<file path="src/rtl/upc_pkg.sv">
package upc_pkg;

  // Next-address selector encoding (decoded by the microinstruction field)
  typedef enum logic [2:0] {
    SEL_STEP  = 3'b000,
    SEL_MAPA  = 3'b001,
    SEL_MAPB  = 3'b010,
    SEL_ZERO  = 3'b011,
    SEL_JUMP  = 3'b100,
    SEL_BACK  = 3'b101,
    SEL_CALL  = 3'b110,
    SEL_STAY  = 3'b111
  } upc_sel_e;

endpackage

</file>
<file path="src/rtl/upc_next_sel.sv">
module upc_next_sel #(
  parameter int ADDR_W = 7
) (
  input  upc_pkg::upc_sel_e  sel,
  input  logic [ADDR_W-1:0]  cur,
  input  logic [ADDR_W-1:0]  link,
  input  logic [ADDR_W-1:0]  map_a,
  input  logic [ADDR_W-1:0]  map_b,
  input  logic [ADDR_W-1:0]  jump_addr,
  output logic [ADDR_W-1:0]  nxt,
  output logic [ADDR_W-1:0]  cur_plus1,
  output logic               call_evt,
  output logic               back_evt,
  output logic               wrap_evt
);
  import upc_pkg::*;

  localparam logic [ADDR_W-1:0] ADDR_TOP = '1;

  // Modulo-2^ADDR_W successor
  function automatic logic [ADDR_W-1:0] addr_succ(input logic [ADDR_W-1:0] a);
    return a + ADDR_W'(1);
  endfunction

  assign cur_plus1 = addr_succ(cur);
  assign call_evt  = (sel == SEL_CALL);
  assign back_evt  = (sel == SEL_BACK);
  assign wrap_evt  = (sel == SEL_STEP) && (cur == ADDR_TOP);

  always_comb begin
    unique case (sel)
      SEL_STEP: nxt = cur_plus1;
      SEL_MAPA: nxt = map_a;
      SEL_MAPB: nxt = map_b;
      SEL_ZERO: nxt = '0;
      SEL_JUMP: nxt = jump_addr;
      SEL_BACK: nxt = link;
      SEL_CALL: nxt = jump_addr;
      default:  nxt = cur;
    endcase
  end

endmodule

</file>
<file path="src/rtl/upc_link_reg.sv">
module upc_link_reg #(
  parameter int ADDR_W = 7
) (
  input  logic              clk,
  input  logic              rst_n,
  input  logic              save_en,
  input  logic [ADDR_W-1:0] save_val,
  output logic [ADDR_W-1:0] link_q
);

  always_ff @(posedge clk or negedge rst_n) begin
    if (!rst_n)       link_q <= '0;
    else if (save_en) link_q <= save_val;
  end

  // link is untouched unless a call is decoded
  assert_link_only_on_call_R9: assert property (@(posedge clk) disable iff (!rst_n)
    !save_en |=> $stable(link_q));

endmodule

</file>
<file path="src/rtl/micro_seq_pc.sv">
module micro_seq_pc #(
  parameter int ADDR_W = 7
) (
  input  logic              clk,
  input  logic              rst_n,
  input  logic [2:0]        sel,
  input  logic [ADDR_W-1:0] map_a,
  input  logic [ADDR_W-1:0] map_b,
  input  logic [ADDR_W-1:0] jump_addr,
  output logic [ADDR_W-1:0] useq_addr,
  output logic [ADDR_W-1:0] link_addr,
  output logic              at_fetch
);
  import upc_pkg::*;

  upc_sel_e          sel_e;
  logic [ADDR_W-1:0] upc_q;
  logic [ADDR_W-1:0] upc_d;
  logic [ADDR_W-1:0] link_q;
  logic [ADDR_W-1:0] succ;
  logic              call_evt;
  logic              back_evt;
  logic              wrap_evt;

  assign sel_e = upc_sel_e'(sel);

  upc_next_sel #(.ADDR_W(ADDR_W)) u_next (
    .sel       (sel_e),
    .cur       (upc_q),
    .link      (link_q),
    .map_a     (map_a),
    .map_b     (map_b),
    .jump_addr (jump_addr),
    .nxt       (upc_d),
    .cur_plus1 (succ),
    .call_evt  (call_evt),
    .back_evt  (back_evt),
    .wrap_evt  (wrap_evt)
  );

  upc_link_reg #(.ADDR_W(ADDR_W)) u_link (
    .clk      (clk),
    .rst_n    (rst_n),
    .save_en  (call_evt),
    .save_val (succ),
    .link_q   (link_q)
  );

  always_ff @(posedge clk or negedge rst_n) begin
    if (!rst_n) upc_q <= '0;
    else        upc_q <= upc_d;
  end

  assign useq_addr = upc_q;
  assign link_addr = link_q;
  assign at_fetch  = (upc_q == '0);

  // stepping past the top address lands on zero
  assert_wrap_to_zero_R2: assert property (@(posedge clk) disable iff (!rst_n)
    wrap_evt |=> (useq_addr == '0));

  // plain branch takes the microinstruction address
  assert_jump_R5: assert property (@(posedge clk) disable iff (!rst_n)
    (sel_e == SEL_JUMP) |=> (useq_addr == $past(jump_addr)));

  // return resumes at the saved link
  assert_return_R6: assert property (@(posedge clk) disable iff (!rst_n)
    back_evt |=> (useq_addr == $past(link_addr)));

  // call links the successor and branches
  assert_call_link_R7: assert property (@(posedge clk) disable iff (!rst_n)
    call_evt |=> (link_addr == ADDR_W'($past(useq_addr) + ADDR_W'(1)))
                 && (useq_addr == $past(jump_addr)));

  // stay holds the address
  assert_stay_R8: assert property (@(posedge clk) disable iff (!rst_n)
    (sel_e == SEL_STAY) |=> $stable(useq_addr));

  // clear
  assert_zero_R4: assert property (@(posedge clk) disable iff (!rst_n)
    (sel_e == SEL_ZERO) |=> at_fetch);

endmodule

</file>
<file path="config.mk">
export PLATFORM = sky130hd
export DESIGN_NAME = micro_seq_pc
export DESIGN_NICKNAME = d
export VERILOG_FILES = /design/src/rtl/upc_pkg.sv /design/src/rtl/upc_next_sel.sv /design/src/rtl/upc_link_reg.sv /design/src/rtl/micro_seq_pc.sv
export SDC_FILE = /design/constraint.sdc
export NUM_CORES = 1
export LEC_CHECK = 0
export ABC_AREA = 1
export BUFFER_PORTS_ARGS = -buffer_cell sky130_fd_sc_hd__buf_2
export CORE_MARGIN = 8
export CORE_UTILIZATION = 47
export CTS_CLUSTER_DIAMETER = 60
export CTS_CLUSTER_SIZE = 14
export DETAILED_ROUTE_END_ITERATION = 16
export PLACE_DENSITY_LB_ADDON = 0.2
export RECOVER_POWER = 50
export SLEW_MARGIN = 20
export SYNTH_ARGS = -nofsm -noshare
export SYNTH_HDL_FRONTEND = slang
export SYNTH_SLANG_ARGS = --single-unit
</file>
<file path="constraint.sdc">
create_clock -name clk -period 1.25 [get_ports clk]
set_input_delay 0.25 -clock clk [delete_from_list [all_inputs] [get_ports clk]]
set_output_delay 0.25 -clock clk [all_outputs]
set_load 0.05 [all_outputs]
</file>
==> results.json <==
{
  "crit_path_end_kind": "output port",
  "synth_seq_area_share_pct": 35.1,
  "critPathMaxStageDelay_ns": 0.41,
  "post_synth_top_area_cell": "dfrtp_1",
  "cts_max_level": 1,
  "critPathLaunch": "useq_addr[4]",
  "worstSkewPairLatency_ns": 0.28,
  "post_synth_instance_area_sq_um": 998,
  "cts_max_path_bufs": 2,
  "syn2layout_area_growth_pct": 46.6,
  "detail_route.first_pass.iterations": 4,
  "timing_hold_violations_final": 0,
  "final_antenna_net_count": 0,
  "design.final.nets": 227,
  "multiInputGateArea_sq_um": 607,
  "drc": 0,
  "synthTopCellsByArea": "dfrtp_1 35%, nand2_1 18%, nand3_1 6.5%, nor2_1 6.0%, inv_1 4.9%",
  "finalSetupViolations": 13,
  "antenna-diode-count": 0,
  "count_of_clock_tree_sinks": 14,
  "grt_pass1_wl_um": 4800,
  "grt_antenna_before_repair": 0,
  "y_dimension_of_the_die_um": 62.1,
  "cts_root_buf": "clkbuf_4",
  "vias_per_cell": 5.05,
  "design.die.area_sq_um": 3860,
  "synth_cell_types": 25,
  "cellLeakagePower_nw": 0.770,
  "timing.hold.ws_ns": 0.203,
  "fillers": 162,
  "timing.final.crit_share_pct": 130,
  "synth.net_count": 176,
  "grt_overflow_total": 0,
  "cp-start-kind": "flop",
  "cts.clk_slew.worst_paths_ns": 0.09,
  "synth.ff_latch_count": 14,
  "fin_setup_tns_ns": -1.97,
  "delay_heaviest_family_cp": "simple AND/OR/NAND/NOR gates",
  "final.min_clock_period_ns": 1.62,
  "ff2ff_setup_slack_ns": -0.22,
  "violations": "negative setup slack",
  "critical_path.reg2reg.endpoint": "useq_addr[4]",
  "synth_largest_type_area_fraction_pct": 35.1,
  "setup.worst_path.end": "at_fetch",
  "first_iter_violations": 38,
  "initial_core_utilization_pct": 50.4,
  "cts_buffers": 3,
  "seqCellArea_sq_um": 358,
  "critical_path_buf_inv_count": 1,
  "rsz0062_at_grt": "true",
  "crit_arrival_ns": 1.37,
  "maxSlewHeadroom_pct": 74.3,
  "coreArea_sq_um": 1980,
  "ios": 41,
  "outcome": "finished, violations left",
  "grt.total_usage_pct": 16.9,
  "fmax_mhz": 616,
  "post-route-worst-setup-slack_ns": -0.374,
  "r2r_cells": 6,
  "crit-reg2reg-launch": "useq_addr[0]",
  "synthesis.area_per_instance_sq_um": 6.75,
  "timing.clock.skew_ns": 0.00566,
  "post_drt_wl_per_cell_um": 13.8,
  "required_ns": 1.00,
  "row_count": 16,
  "synthesis.instances": 148,
  "timing.critical_path.cells": "or2_4, nor4_4, buf_6",
  "vias_in_the_first_global_route": 1125,
  "cpMaxStageDelayCell": "dfrtp_2",
  "cap_violations": 0,
  "wl_um": 3110,
  "numPortBuffers": 40,
  "globalplace.congestion": 0.897,
  "dp_hpwl_um": 2380,
  "dieWidth_um": 62.1,
  "min_path_type": "primary input to flop",
  "vias": 1137,
  "cp.depth": 3,
  "pwr_density_cell_nw_per_um2": 1270,
  "worst_pin_slew_ns": 0.385,
  "layout-drive-gt1-share_pct": 41.9,
  "grt_start_max_net_pins": 15,
  "criticalPathCategory": "flop to output port",
  "report.final.slew_viol_count": 0,
  "tritoncts": "built",
  "critical_path_peak_fanout": 2,
  "irDropWorstVdd_uv": 875,
  "synth.yosys.warnings": 0
}
## how the worst min path moves through the flow
stage | start | endpoint | slack, ns | cells past startpoint
finish | jump_addr[2] | useq_addr[2] | 0.20 | 3
global placement | rst_n | useq_addr[6] | 0.16 | 1
CTS | jump_addr[2] | useq_addr[2] | 0.19 | 3
detailed placement | rst_n | useq_addr[6] | 0.17 | 1
global route | jump_addr[2] | useq_addr[2] | 0.22 | 3
floorplan | rst_n | u_link.link_q[0] | -0.05 | 0
## tightest hold or removal path: cells and delay by family
kind	cells	cell delay (ns)
and+or+nand+nor	2	0.12
buffers and inverters	1	0.08
## power by group
part | switching (mW) | internal [mW]
Clock | 0.153 | 0.124
Combinational | 0.631 | 0.330
Sequential | 0.0741 | 0.542
Total | 0.858 | 0.995
## Yosys cell counts, drive strengths merged
master,count
inv,23
buf,3
nand2,49
xor2,3
nand3,14
a21oi,4
nand4,7
nor2,17
a22oi,1
nand3b,1
dfrtp,14
o21ai,5
a31oi,2
nor4,1
ha,2
o22ai,1
or2,1
## registers in the layout, indices dropped and copies added, names as in the netlist
name           count
u_link.link_q      7
useq_addr          7
## kinds of logic (layout without fill, tap and decap cells)
group / count (synthesis) / count (layout) / synth area share [%]
flip-flops: 14 / 14 / 35.1
buffers and inverters: 26 / 76 / 11.9
AND/OR/NAND/NOR: 90 / 90 / 40.7
adder cells (fa/ha/maj): 2 / 2 / 2.51
XOR/XNOR: 3 / 3 / 2.63
AO/OA/AOI/OAI: 13 / 13 / 7.14
## placed cells by master, fill, tap and decap left out, drive strengths merged, types with 2 or more instances in the layout
| cell type | count |
|---|---|
| nand4 | 7 |
| nand3 | 14 |
| a31oi | 2 |
| clkbuf | 9 |
| a21oi | 4 |
| nand2 | 49 |
| dfrtp | 14 |
| ha | 2 |
| nor2 | 17 |
| inv | 23 |
| xor2 | 3 |
| o21ai | 5 |
| buf | 43 |
## through the flow
step	utilization, %	total power [mW]	setup slack, ns	std cells	area, sq um
2_1_floorplan	-	1.20	-0.410	148	1050
3_3_place_gp	66.4	1.44	-0.117	220	1320
3_5_place_dp	66.4	1.46	-0.134	220	1320
4_1_cts	71.9	1.82	-0.374	225	1430
5_1_grt	73.9	1.95	-0.424	225	1460
6_report	73.9	1.85	-0.374	225	1460
## area by class of cell
| type | instances | share of cell area (%) |
|---|---|---|
| clock buffer | 4 | 1.79 |
| inverter | 23 | 6.07 |
| multi-input combinational | 108 | 41.5 |
| sequential | 14 | 24.4 |
| tap | 27 | 2.31 |
| timing repair buffer | 49 | 23.9 |
## per-layer routing
metal	vias up	share of wire, %	track usage [%]	wire [um]
met5	-	0	0	0
met4	0	0.71	4.55	22
met3	4	7.4	3.70	231
met2	47	49	28.3	1510
met1	517	43	21.0	1340
li1	569	-	-	-
## repair_timing
action	in CTS	in global routing
pin swaps	0	7
gates cloned	0	0
hold buffers	1	0
buffers inserted	0	2
setup endpoints to repair	9	14
resized for setup	22	13
endpoints found under the hold margin	14	0
Power figures use the tool's default switching activity.
